--- src/rtl/cfs_pkg.sv ---
// Package: shared sizes for the codec input frame serializer.
// Assumes a 16-bit tag followed by twelve 20-bit slots.
package cfs_pkg;
    localparam int TAG_W    = 16;
    localparam int SLOT_W   = 20;
    localparam int N_SLOTS  = 12;
    localparam int FRAME_W  = TAG_W + SLOT_W * N_SLOTS;
    localparam int IDX_W    = 7;
    localparam int RDATA_W  = 16;
    localparam int PCM_W    = 20;
    localparam int N_REQ    = 6;

    // Slot 1 bit position of request flag k (slots 3,4,6,7,8,9 in order).
    function automatic int req_bit_pos(input int k);
        case (k)
            0:       return 11;
            1:       return 10;
            2:       return 8;
            3:       return 7;
            4:       return 6;
            default: return 5;
        endcase
    endfunction
endpackage

--- src/rtl/cfs_frame_pack.sv ---
// Module: cfs_frame_pack
// Builds the full input frame, combinationally, from the live inputs.
// The result is only meaningful at the frame-start edge, where the
// shifter loads it. A codec that is not ready yields an all-zero frame.
module cfs_frame_pack
    import cfs_pkg::*;
#(
    parameter int TAG_BITS  = TAG_W,
    parameter int SLOT_BITS = SLOT_W,
    parameter int SLOTS     = N_SLOTS,
    parameter int IDX_BITS  = IDX_W,
    parameter int DAT_BITS  = RDATA_W,
    parameter int PCM_BITS  = PCM_W,
    parameter int REQS      = N_REQ
) (
    input  logic                                 ready,
    input  logic                                 echo_valid,
    input  logic [IDX_BITS-1:0]                  echo_index,
    input  logic [DAT_BITS-1:0]                  echo_data,
    input  logic [REQS-1:0]                      slot_req_n,
    input  logic [PCM_BITS-1:0]                  pcm_left,
    input  logic                                 pcm_left_valid,
    input  logic [PCM_BITS-1:0]                  pcm_right,
    input  logic                                 pcm_right_valid,
    output logic [TAG_BITS+SLOT_BITS*SLOTS-1:0]  frame
);
    localparam int LEN = TAG_BITS + SLOT_BITS * SLOTS;

    logic [TAG_BITS-1:0]  tag;
    logic [SLOT_BITS-1:0] slot_stat_addr;
    logic [SLOT_BITS-1:0] slot_stat_data;

    // Tag: ready and per-slot validity flags in the top five bits.
    always_comb begin
        tag = '0;
        tag[TAG_BITS-1] = ready;
        tag[TAG_BITS-2] = echo_valid;
        tag[TAG_BITS-3] = echo_valid;
        tag[TAG_BITS-4] = pcm_left_valid;
        tag[TAG_BITS-5] = pcm_right_valid;
    end

    // Slot 1: echoed register index plus active-low sample requests.
    always_comb begin
        slot_stat_addr = '0;
        if (echo_valid)
            slot_stat_addr[SLOT_BITS-2 -: IDX_BITS] = echo_index;
        for (int k = 0; k < REQS; k++)
            slot_stat_addr[req_bit_pos(k)] = slot_req_n[k];
    end

    // Slot 2: register read data, MSB-justified, low nibble zero.
    always_comb begin
        slot_stat_data = '0;
        if (echo_valid)
            slot_stat_data[SLOT_BITS-1 -: DAT_BITS] = echo_data;
    end

    assign frame[LEN-1 -: TAG_BITS] = ready ? tag : '0;

    // One slot field per iteration; the slot number picks its content.
    for (genvar s = 1; s <= SLOTS; s++) begin : g_slot
        localparam int TOP = LEN - TAG_BITS - SLOT_BITS * (s - 1) - 1;
        if (s == 1) begin : g_addr
            assign frame[TOP -: SLOT_BITS] = ready ? slot_stat_addr : '0;
        end else if (s == 2) begin : g_data
            assign frame[TOP -: SLOT_BITS] = ready ? slot_stat_data : '0;
        end else if (s == 3) begin : g_left
            assign frame[TOP -: SLOT_BITS] =
                (ready && pcm_left_valid) ? SLOT_BITS'(pcm_left) : '0;
        end else if (s == 4) begin : g_right
            assign frame[TOP -: SLOT_BITS] =
                (ready && pcm_right_valid) ? SLOT_BITS'(pcm_right) : '0;
        end else begin : g_zero
            assign frame[TOP -: SLOT_BITS] = '0;
        end
    end
endmodule

--- src/rtl/cfs_shifter.sv ---
// Module: cfs_shifter
// Detects the sync rising edge, loads the frame and shifts it out MSB
// first, one bit per bit-clock edge. Zeros follow the last bit.
// Assumes sync is synchronous to bit_clk.
module cfs_shifter #(
    parameter int LEN = 256
) (
    input  logic           bit_clk,
    input  logic           rst_n,
    input  logic           sync,
    input  logic [LEN-1:0] frame_in,
    output logic           frame_start,
    output logic           ser_out
);
    localparam int CNT_W = $clog2(LEN + 1);

    logic           sync_q;
    logic [LEN-1:0] shreg;
    logic [CNT_W-1:0] bits_left;
    logic           active;

    assign frame_start = sync & ~sync_q;
    assign active      = (bits_left != '0);
    assign ser_out     = shreg[LEN-1];

    // Remember sync from the previous edge for rise detection.
    always_ff @(posedge bit_clk) begin
        if (!rst_n) sync_q <= 1'b0;
        else        sync_q <= sync;
    end

    // Load the frame at start, else shift toward the MSB, filling zeros.
    always_ff @(posedge bit_clk) begin
        if (!rst_n)           shreg <= '0;
        else if (frame_start) shreg <= frame_in;
        else                  shreg <= {shreg[LEN-2:0], 1'b0};
    end

    // Count the bits of the current frame still on the line.
    always_ff @(posedge bit_clk) begin
        if (!rst_n)              bits_left <= '0;
        else if (frame_start)    bits_left <= CNT_W'(LEN);
        else if (active)         bits_left <= bits_left - 1'b1;
    end

    // outside a frame the line is low.
    a_r10_idle_low: assert property (@(posedge bit_clk) disable iff (!rst_n)
        !active |-> !ser_out);

    // with no new sync rise, an idle shifter stays idle.
    a_r10_stay_idle: assert property (@(posedge bit_clk) disable iff (!rst_n)
        (!active && !frame_start) |=> !active);
endmodule

--- src/rtl/codec_frame_serializer.sv ---
// Module: codec_frame_serializer (top)
// Codec-side serializer for the input frame: tag, echoed register
// index/data, sample requests and stereo PCM, on one serial line.
// Assumes all inputs are synchronous to the rising edge of bit_clk.
module codec_frame_serializer
    import cfs_pkg::*;
(
    input  logic               bit_clk,
    input  logic               rst_n,
    input  logic               sync,
    input  logic               codec_ready,
    input  logic               echo_valid,
    input  logic [IDX_W-1:0]   echo_index,
    input  logic [RDATA_W-1:0] echo_data,
    input  logic [N_REQ-1:0]   slot_req_n,
    input  logic [PCM_W-1:0]   pcm_left,
    input  logic               pcm_left_valid,
    input  logic [PCM_W-1:0]   pcm_right,
    input  logic               pcm_right_valid,
    output logic               ser_out
);
    logic [FRAME_W-1:0] frame;
    logic               frame_start;

    cfs_frame_pack u_pack (
        .ready           (codec_ready),
        .echo_valid      (echo_valid),
        .echo_index      (echo_index),
        .echo_data       (echo_data),
        .slot_req_n      (slot_req_n),
        .pcm_left        (pcm_left),
        .pcm_left_valid  (pcm_left_valid),
        .pcm_right       (pcm_right),
        .pcm_right_valid (pcm_right_valid),
        .frame           (frame)
    );

    cfs_shifter #(.LEN(FRAME_W)) u_shift (
        .bit_clk     (bit_clk),
        .rst_n       (rst_n),
        .sync        (sync),
        .frame_in    (frame),
        .frame_start (frame_start),
        .ser_out     (ser_out)
    );

    // the first bit after a start is the ready flag seen at that edge.
    a_r2_first_bit: assert property (@(posedge bit_clk) disable iff (!rst_n)
        frame_start |=> (ser_out == $past(codec_ready)));

    // a frame started while not ready begins with a zero.
    a_r9_not_ready: assert property (@(posedge bit_clk) disable iff (!rst_n)
        (frame_start && !codec_ready) |=> !ser_out);
endmodule

--- config.mk ---
export PLATFORM = sky130hd
export DESIGN_NAME = codec_frame_serializer
export DESIGN_NICKNAME = d
export VERILOG_FILES = /design/src/rtl/cfs_pkg.sv /design/src/rtl/cfs_frame_pack.sv /design/src/rtl/cfs_shifter.sv /design/src/rtl/codec_frame_serializer.sv
export SDC_FILE = /design/constraint.sdc
export NUM_CORES = 1
export LEC_CHECK = 0
export BUFFER_PORTS_ARGS = -buffer_cell sky130_fd_sc_hd__clkbuf_2
export CORE_MARGIN = 2
export CORE_UTILIZATION = 45
export CTS_BUF_LIST = sky130_fd_sc_hd__clkbuf_16
export DETAILED_ROUTE_END_ITERATION = 8
export PLACE_DENSITY = 0.7
export SYNTH_ARGS = -nofsm -noshare
export SYNTH_HDL_FRONTEND = slang
export SYNTH_SLANG_ARGS = --single-unit
export TNS_END_PERCENT = 50
--- constraint.sdc ---
create_clock -name bit_clk -period 1.5 [get_ports bit_clk]
set_input_delay 0.3 -clock bit_clk [delete_from_list [all_inputs] [get_ports bit_clk]]
set_output_delay 0.3 -clock bit_clk [all_outputs]
set_load 0.01 [all_outputs]
* Word-level counts from Yosys, hierarchy flattened
Index checks and enable logic that the tools add are counted.
** Operators by class
- Muxes and demuxes :: 8
- Reductions and logical operators :: 3
- Bitwise logic cells :: 3
** Operators with widths (count)
- two-way mux 256 bit :: 1
- two-way mux 20 bit :: 3
- two-way mux 16 bit :: 2
- two-way mux 19 bit :: 1
- two-way mux 7 bit :: 1
- logical AND 1 bit :: 2
- inverter 1 bit :: 2
- OR reduction 2 bit :: 1
- AND 1 bit :: 1
** Word-level totals
- Flip-flop bits (word level) :: 257
- Input bits :: 76
- Output and inout port bits :: 1
- Word-level logic and storage cells :: 17

* Logic depth before layout (Yosys ltp)
Gate-level depths: netlist (run 1).
- Depth in word-level cells :: 3
- Depth in mapped cells :: 7
- Depth with buffers taken out :: 3

* Cells and area by module
From an unflattened synthesis (run 1), not the netlist that was laid out.
** Unflattened totals
- Cells, all modules :: 1381
- Area, all modules :: 12338.1 µm²
** By module, submodules not included
- cfs_shifter :: sequential area each 5144.9 µm², area an instance 10442.5 µm², times used 1, cells each 1111
- cfs_frame_pack :: sequential area each 0.0 µm², area an instance 1895.6 µm², times used 1, cells each 270

* Worst setup path before layout (run 1)
Ideal clock, no wire load.
- Kind :: input port to flip-flop
- Start :: input port rst_n
- End :: register u_shift.shreg[219]
- Setup time :: 0.117 ns
- Stages on the path :: 7
- Path slack :: 0.129 ns
- Path buffers :: 4
- Arrival time :: 1.254 ns
- Data required time :: 1.383 ns
- Cell sequence :: buf_6 > and4b_1 > buf_6 > and2_4 > buf_6 > buf_8 > a22o_1
** RTL lines
- start: declaration :: line codec_frame_serializer.sv:9 : input logic rst_n,
- end signal: assignment :: line cfs_shifter.sv:35 : else if (frame_start) shreg <= frame_in;
- end signal: assignment :: line cfs_shifter.sv:36 : else shreg <= {shreg[LEN-2:0], 1'b0};
- end: declaration :: line cfs_shifter.sv:18 : logic [LEN-1:0] shreg;

* Final worst setup path (run 1)
- Start :: register u_shift.sync_q
- End :: register u_shift.shreg[186]
** Between the ends
- Word-level cells in the longest chain between the ends :: 3
** RTL lines
- start: declaration :: line cfs_shifter.sv:17 : logic sync_q;
- start signal: assignment :: line cfs_shifter.sv:29 : else sync_q <= sync;
- inverter 1 bit :: line cfs_shifter.sv:22 : assign frame_start = sync & ~sync_q;
- AND 1 bit :: line cfs_shifter.sv:22
- two-way mux 256 bit :: line cfs_shifter.sv:35
No other way between the ends.
A chain may end at the register's enable or synchronous reset.

==> results of run 1 <==
==> logic make-up (layout without fill, tap and decap cells) <==
kind of cell,Yosys count,after routing,synth area share (%)
flops,97,97,65.5
buf+inv,22,99,5.45
compound gates,73,73,21.8
simple gates,33,33,7.18
==> power by group through the flow <==
stage,Sequential (W),Combinational [W],Clock (W)
2_1_floorplan,0.00269,0.000127,0
3_3_place_gp,0.00270,0.000240,0
3_5_place_dp,0.00270,0.000241,0
4_1_cts,0.00264,0.000244,0.00245
5_1_grt,0.00264,0.000267,0.00256
6_report,0.00264,0.000241,0.00239
==> through the flow <==
stage	hold WS [ns]	total power [W]	utilization, %
after floorplan	0.403	0.00282	-
after global placement	0.415	0.00294	52.9
after detailed placement	0.417	0.00294	52.9
after CTS	0.166	0.00534	57.9
after global routing	0.164	0.00548	57.9
final	0.173	0.00528	57.9
==> layout make-up <==
cell class | count | area share (%)
Sequential cell | 97 | 52.8
Tap cell | 77 | 2.62
Timing Repair Buffer | 82 | 12.3
Clock buffer | 9 | 6.13
Clock inverter | 7 | 2.55
Inverter | 1 | 0.102
Multi-Input combinational cell | 106 | 23.5
==> flip-flops by register name, indices dropped and copies added (netlist names) <==
name	cells
u_shift.shreg	96
u_shift.sync_q	1
==> placed cells by master (no fill, tap or decap) <==
master,synthesis,layout
and2_4,1,1
clkinv_1,0,2
dfxtp_1,97,97
inv_1,1,1
clkbuf_16,0,9
inv_6,0,1
nor3_2,0,1
and3_2,4,4
nand2b_1,1,1
bufinv_16,0,2
and2_2,2,2
a21o_1,4,4
a22o_1,56,56
nand3_1,1,1
clkinv_4,0,2
clkbuf_2,0,76
o31ai_1,1,1
buf_12,0,2
and3_1,18,18
nand2_1,2,2
a22o_2,11,11
a21o_2,1,1
and4b_1,1,1
and2_1,2,2
buf_4,0,4
==> path summary, 6_finish.rpt <==
check                           from                  to  slack (ns)  depth (start not counted)
setup reg to reg      u_shift.sync_q  u_shift.shreg[186]        0.15                          4
hold reg to reg   u_shift.shreg[254]  u_shift.shreg[255]        0.43                          1
hold / removal          pcm_right[7]  u_shift.shreg[167]        0.17                          2
setup / recovery      u_shift.sync_q  u_shift.shreg[186]        0.15                          4
==> routing by layer <==
layer | vias to the layer above | track usage, % | part of all wire [%]
li1 | 973 | - | -
met1 | 878 | 19.4 | 50
met2 | 67 | 22.2 | 42
met3 | 5 | 5.93 | 7.0
met4 | 0 | 5.19 | 0.91
met5 | - | 0 | 0
==> worst max-delay path, cell delays in order (launching register included) <==
cell,delay (ns)
dfxtp_1,0.30
nand2b_1,0.20
and2_2,0.25
buf_4,0.22
a22o_1,0.26
==> reports/qor.txt, run 1 <==
Reg power frac -> 50.1%
Min-Delay Path Class -> input port to flop
post-cts sizing count -> 0
Die ar. -> 7250 um^2
most common cell in the netlist -> dfxtp_1
GRT Total Usage -> 14.8%
initial antenna violation count -> 0
DR iter-0 viols -> 85
share of cells above drive strength 1 -> 38.4%
setup TNS -> 0 ns
Critical Path RT -> 1.72 ns
Sink Count -> 97
H-Tree Depth -> 3
synth warn -> 0
number of distinct library cells after synthesis -> 21
Core Area -> 6350 um^2
routed length per instance -> 13.6 um
Ant. Diodes -> 0
pre-CTS WS -> 0.0948 ns
CTS hold repair buffers -> 0
CTS tree -> built
Area Growth Syn to Fin -> 24.1%
clock network latency to the later pin of the worst-skew pair -> 0.33 ns
Initial Util -> 46.7%
FF/Latch Area -> 1940 um^2
mapped cell area -> 2960 um^2
Synth top area share -> 65.5%
Placed Area -> 3360 um^2
CP Capture Type -> flop
DRC violations left -> 0
relative max-transition margin -> 75.9%
first drt pass iteration count -> 4
Top FF cell, synth -> dfxtp_1
first-pass GRT wire length -> 8370 um
Root Buffer -> clkbuf_16
PwrDens -> 1440 nW/um^2
Int Pwr -> 0.00421 W
placed cell count -> 363
EDFF count, synth -> 0
Max-Cap Viols -> 0
Critical Path Start Type -> flop
Post-synth top cells -> dfxtp_1, a22o_1, and3_1
register area share after synthesis -> 65.5%
Die Span Y -> 85.1 um
max-slew violation count -> 0
Synth Instances -> 225
Cell Rows -> 29
async set-reset flop share out of synthesis -> 0%
WS Path Type -> flop to flop
port bufs -> 76
io pins -> 77
FMAX -> 742 MHz
Post-Syn Nets -> 301
largest fanout on the critical path -> 25
largest net degree at the start of global routing -> 48
non-filler cells, final -> 379
Final Hold Fails -> 0
post-synthesis average cell area -> 13.2 um^2
Synth area leaders -> dfxtp_1, a22o_1, and3_1
Peak VDD IR -> 1.03 mV
Final GP Congestion -> 0.767
switch share -> 20.1%
Reg clk slew, reported paths -> 0.07 ns
worst slew pin tran -> 0.361 ns
dpl hpwl -> 3200 um
Comb power frac -> 4.6%
vias post-DR -> 1923
Vias/cell -> 5.07
CTS max path bufs -> 2
ANT nets after route -> 0
period utilization -> 89.9%
WP data arrival -> 1.57 ns
GRT overflow -> 0
area occupied by multi-input gates -> 865 um^2
Pleak -> 1.74 nW
Clk pwr share -> 45.4%
#FFs+latches synth -> 97
final setup vio count -> 0
Final min period -> 1.35 ns
nets@finish -> 373
Chip Width -> 85.1 um
TritonCTS Buffers -> 9
unrepaired setup endpoints after global routing -> no
sw power -> 0.00106 W
top cell type by total area after synthesis -> dfxtp_1
status -> finished clean
Post-CTS Setup Inserts -> 0
post-route cell area -> 3680 um^2
final setup margin -> 0.152 ns
vias in the first global route -> 1863
Clock Skew -> 0.00569 ns
WL final -> 5140 um
fill count -> 549
Note: power is estimated with default switching activity, not from simulation.
==> run 2: changes to the inputs <==
- REMOVE_ABC_BUFFERS: default -> 1
==> run 2 against run 1 <==
Against the previous run: sequential cell count is the same; largest power group unchanged; sequential power is essentially flat; largest cell class unchanged; fmax shrank 0.48%; via count shrank 0.16%; sequential share of layout area grew 0.23 points; critical path type unchanged; power shrank 2.6%.
==> reports/qor.txt, run 2 (synthesized netlist as in run 1, its figures left out) <==
Initial Util -> 46.7% (unchanged)
status -> finished clean (unchanged)
Ant. Diodes -> 0 (unchanged)
Final Hold Fails -> 0 (unchanged)
DRC violations left -> 0 (unchanged)
PwrDens -> 1400 nW/um^2 (was 1440 nW/um^2)
CTS hold repair buffers -> 0 (unchanged)
TritonCTS Buffers -> 9 (unchanged)
Sink Count -> 97 (unchanged)
Critical Path RT -> 1.72 ns (about the same)
vias post-DR -> 1920 (was 1923)
final setup vio count -> 0 (unchanged)
Clock Skew -> 0.00599 ns (was 0.00569 ns)
most frequent cells in the layout -> dfxtp_1, clkbuf_2, a22o_1 (unchanged)
metal2 WL -> 2190 um (was 2140 um)
area occupied by multi-input gates -> 865 um^2 (unchanged)
dpl hpwl -> 3200 um (about the same)
post-route cell area -> 3660 um^2 (was 3680 um^2)
Most flops, register -> u_shift.shreg (unchanged)
share of cells above drive strength 1 -> 38.7% (was 38.4%)
CP Capture Type -> flop (unchanged)
WS Path Type -> flop to flop (unchanged)
max-slew violation count -> 0 (unchanged)
CTS max path bufs -> 2 (unchanged)
commonest non-fill, non-tap cell in the layout -> dfxtp_1 (unchanged)
Metal-1 WL -> 2560 um (was 2590 um)
worst slew pin tran -> 0.383 ns (was 0.361 ns)
max FFs per register -> 96 (unchanged)
largest fanout on the critical path -> 26 (was 25)
setup TNS -> 0 ns (unchanged)
GRT overflow -> 0 (unchanged)
Root Buffer -> clkbuf_16 (unchanged)
largest net degree at the start of global routing -> 47 (was 48)
GRT Total Usage -> 15.2% (was 14.8%)
relative max-transition margin -> 74.5% (was 75.9%)
CTS tree -> built (unchanged)
DR iter-0 viols -> 38 (was 85)
routed length per instance -> 13.7 um (was 13.6 um)
Area Growth Syn to Fin -> 23.5% (was 24.1%)
period utilization -> 90.3% (was 89.9%)
Die Span Y -> 85.1 um (unchanged)
FMAX -> 738 MHz (was 742 MHz)
Final GP Congestion -> 0.695 (was 0.767)
first-pass GRT wire length -> 8760 um (was 8370 um)
Reg clk slew, reported paths -> 0.07 ns (about the same)
post-cts sizing count -> 0 (unchanged)
first drt pass iteration count -> 4 (unchanged)
H-Tree Depth -> 3 (unchanged)
io pins -> 77 (unchanged)
Critical Path Start Type -> flop (unchanged)
reg2reg setup slack -> 0.15 ns (about the same)
Cell Rows -> 29 (unchanged)
vias in the first global route -> 1885 (was 1863)
met3 WL -> 403 um (was 359 um)
Post-CTS Setup Inserts -> 0 (unchanged)
port bufs -> 76 (unchanged)
DR top layer -> met4 (unchanged)
Die ar. -> 7250 um^2 (unchanged)
unrepaired setup endpoints after global routing -> no (unchanged)
Largest regs -> u_shift.shreg: 96 flops, u_shift.sync_q: 1 flops (unchanged)
ANT nets after route -> 0 (unchanged)
Peak VDD IR -> 0.926 mV (was 1.03 mV)
FF/Latch Area -> 1940 um^2 (unchanged)
Placed Area -> 3360 um^2 (unchanged)
fill count -> 537 (was 549)
WP data arrival -> 1.57 ns (about the same)
Core Area -> 6350 um^2 (unchanged)
Min-Delay Path Class -> input port to flop (unchanged)
Pleak -> 1.73 nW (was 1.74 nW)
WL final -> 5180 um (was 5140 um)
Max-Cap Viols -> 0 (unchanged)
clock network latency to the later pin of the worst-skew pair -> 0.33 ns (about the same)
nets@finish -> 373 (unchanged)
Chip Width -> 85.1 um (unchanged)
initial antenna violation count -> 0 (unchanged)
Final min period -> 1.35 ns (about the same)
Vias/cell -> 5.07 (about the same)
[run 2: cell types whose count changed in the layout (fill, tap and decap cells not counted)]
cell	change
bufinv_16	-1
inv_8	+1
inv_6	+1
clkinvlp_4	+2
clkinv_4	-2
clkinv_1	-1
[run 2: where the power goes]
part | internal [W] | switching [W] | total, W
Sequential | 0.00263 | 0.0000150 | 0.00264
Clock | 0.00131 | 0.000948 | 0.00226
Combinational | 0.000126 | 0.000114 | 0.000240
[run 2: final timing paths]
path	from	depth (start not counted)	to
min	pcm_right[0]	2	u_shift.shreg[160]
max	u_shift.sync_q	4	u_shift.shreg[169]
min reg2reg	u_shift.shreg[253]	1	u_shift.shreg[254]
max reg2reg	u_shift.sync_q	4	u_shift.shreg[169]
[run 2: stage by stage]
step	power [W]	worst slack (ns)	hold slack [ns]	util, %	instances
floorplan	0.00278	-0.580	0.403	-	204
finish	0.00514	0.145	0.169	57.6	379
CTS	0.00521	0.113	0.159	57.6	379
detailed placement	0.00294	0.0359	0.419	52.9	363
global route	0.00534	0.0472	0.165	57.6	379
global placement	0.00294	0.137	0.407	52.9	363
[run 2: layout make-up]
| cell class | count | share of cell area, % |
|---|---|---|
| sequential | 97 | 53.1 |
| inverter | 1 | 0.103 |
| timing repair buffer | 82 | 12.3 |
| clock buffer | 9 | 6.15 |
| multi-input combinational | 106 | 23.6 |
| tap | 77 | 2.63 |
| clock inverter | 7 | 2.12 |
[run 2: per-layer routing]
metal  track usage (%)  vias up
met2              21.9       63
met1              21.2      884
met4              3.90        0
li1                  -      971
met5                 0        -
met3              6.52        2
[run 2: worst max-delay path, stage by stage (launching register included)]
cell and delay, ns:
dfxtp_1 0.31, nand2b_1 0.21, and2_2 0.25, buf_4 0.22, a22o_1 0.26
==> run 3: changes to the inputs <==
- CORE_ASPECT_RATIO: default -> 0.9
==> run 3 against run 2 <==
Against the previous run: final cell count is 3.7% higher; clock-buffer cell count stayed put; register-to-register slack hardly changed; hold slack better by 0.0013 ns; clock skew is 0.0026 ns lower; clock power is 11% higher; combinational power is 2% higher; worst setup slack better by 0.011 ns; routed wire length is 0.85% higher.
==> reports/qor.txt, run 3 (synthesized netlist as in run 1, its figures left out) <==
status -> finished clean (unchanged)
Die ar. -> 7250 um^2 (about the same)
unrepaired setup endpoints after global routing -> no (unchanged)
Ant. Diodes -> 0 (unchanged)
TritonCTS Buffers -> 9 (unchanged)
area occupied by multi-input gates -> 865 um^2 (unchanged)
Crit path max-delay family -> simple AND/OR/NAND/NOR gates (unchanged)
Critical Path Start Type -> flop (unchanged)
Root Buffer -> clkbuf_16 (unchanged)
Initial Util -> 45.7% (was 46.7%)
most frequent cells in the layout -> dfxtp_1, clkbuf_2, a22o_1 (unchanged)
WL final -> 5220 um (was 5180 um)
post-cts sizing count -> 0 (unchanged)
PwrDens -> 1450 nW/um^2 (was 1400 nW/um^2)
Reg clk slew, reported paths -> 0.06 ns (was 0.07 ns)
Sink Count -> 97 (unchanged)
worst slew pin tran -> 0.375 ns (was 0.383 ns)
period utilization -> 89.6% (was 90.3%)
WP data arrival -> 1.56 ns (was 1.57 ns)
crit path cell chain -> nand2b_1 > and2_2 > buf_4 > a22o_1 (unchanged)
max-slew violation count -> 0 (unchanged)
share of cells above drive strength 1 -> 38.9% (was 38.7%)
crit path buf inv count -> 1 (unchanged)
Peak VDD IR -> 0.884 mV (was 0.926 mV)
final core utilization -> 57.2% (was 57.6%)
CTS tree -> built (unchanged)
first-pass GRT wire length -> 8180 um (was 8760 um)
CTS hold repair buffers -> 0 (unchanged)
routed length per instance -> 13.3 um (was 13.7 um)
io pins -> 77 (unchanged)
FMAX -> 744 MHz (was 738 MHz)
Placed Area -> 3380 um^2 (was 3360 um^2)
GRT overflow -> 0 (unchanged)
max FFs per register -> 96 (unchanged)
commonest non-fill, non-tap cell in the layout -> dfxtp_1 (unchanged)
first drt pass iteration count -> 4 (unchanged)
largest fanout on the critical path -> 26 (unchanged)
Die Span Y -> 81.0 um (was 85.1 um)
post-route cell area -> 3710 um^2 (was 3660 um^2)
H-Tree Depth -> 3 (unchanged)
FF/Latch Area -> 1940 um^2 (unchanged)
initial antenna violation count -> 0 (unchanged)
Max-Cap Viols -> 0 (unchanged)
relative max-transition margin -> 75.0% (was 74.5%)
fill count -> 540 (was 537)
vias in the first global route -> 1850 (was 1885)
port bufs -> 76 (unchanged)
Core Area -> 6480 um^2 (was 6350 um^2)
Pleak -> 1.76 nW (was 1.73 nW)
Cell Rows -> 28 (was 29)
Largest regs -> u_shift.shreg: 96 flops, u_shift.sync_q: 1 flops (unchanged)
CTS max path bufs -> 2 (unchanged)
largest net degree at the start of global routing -> 47 (unchanged)
DRC violations left -> 0 (unchanged)
WS Path Type -> flop to flop (unchanged)
Chip Width -> 89.5 um (was 85.1 um)
CP max stage delay -> 0.30 ns (was 0.31 ns)
DR iter-0 viols -> 75 (was 38)
dpl hpwl -> 3320 um (was 3200 um)
critical path's slowest cell -> dfxtp_1 (unchanged)
Final Hold Fails -> 0 (unchanged)
Min-Delay Path Class -> input port to flop (unchanged)
GRT Total Usage -> 14.9% (was 15.2%)
final setup vio count -> 0 (unchanged)
nets@finish -> 375 (was 373)
vias post-DR -> 1935 (was 1920)
Most flops, register -> u_shift.shreg (unchanged)
Post-CTS Setup Inserts -> 0 (unchanged)
Area Growth Syn to Fin -> 25.2% (was 23.5%)
Final GP Congestion -> 0.680 (was 0.695)
Clock Skew -> 0.00342 ns (was 0.00599 ns)
ANT nets after route -> 0 (unchanged)
Vias/cell -> 4.92 (was 5.07)
CP Capture Type -> flop (unchanged)
Final min period -> 1.34 ns (was 1.35 ns)
clock network latency to the later pin of the worst-skew pair -> 0.33 ns (about the same)
Critical Path RT -> 1.72 ns (about the same)
run 3: changes by cell type in the layout (fill, tap and decap cells not counted), sizes merged:
cell,delta
inv,-3
buf,+2
bufinv,+2
clkinvlp,-2
clkinv,+2
run 3: worst reg2reg max path, stage by stage (launching register included):
cell and delay (ns):
dfxtp_1 0.30, nand2b_1 0.20, and2_2 0.25, buf_4 0.22
a22o_1 0.26
run 3: cell type report:
class | count | area share, %
sequential | 97 | 52.4
timing repair buffer | 84 | 12.2
clock buffer | 9 | 6.07
multi-input combinational | 106 | 23.3
tap | 90 | 3.04
inverter | 1 | 0.101
clock inverter | 6 | 2.90
run 3: power breakdown:
group / switching [W] / internal (W)
sequential: 0.0000144 / 0.00263
combinational: 0.000117 / 0.000127
clock: 0.000887 / 0.00161
run 3: routing by layer:
layer	share of wire (%)	GRT usage, %	vias to the layer above
li1	-	-	974
met1	51	20.5	887
met2	41	21.9	70
met3	7.7	6.91	4
met4	0.50	2.69	0
met5	0	0	-
run 3: worst paths after layout:
check | startpoint | end | slack, ns | depth (start not counted)
max | u_shift.sync_q | u_shift.shreg[180] | 0.16 | 4
min | pcm_right[0] | u_shift.shreg[160] | 0.17 | 2
max reg2reg | u_shift.sync_q | u_shift.shreg[180] | 0.16 | 4
min reg2reg | u_shift.shreg[253] | u_shift.shreg[254] | 0.43 | 1
run 3: per-stage QoR:
step	std cells	setup TNS [ns]	hold slack, ns	worst slack (ns)	total power [W]
floorplan	204	-28.40	0.403	-0.580	0.00278
global placement	378	0	0.406	0.0412	0.00294
detailed placement	378	0	0.411	0.0424	0.00294
CTS	393	0	0.161	0.143	0.00544
global route	393	0	0.161	0.0483	0.00560
finish	393	0	0.170	0.157	0.00539
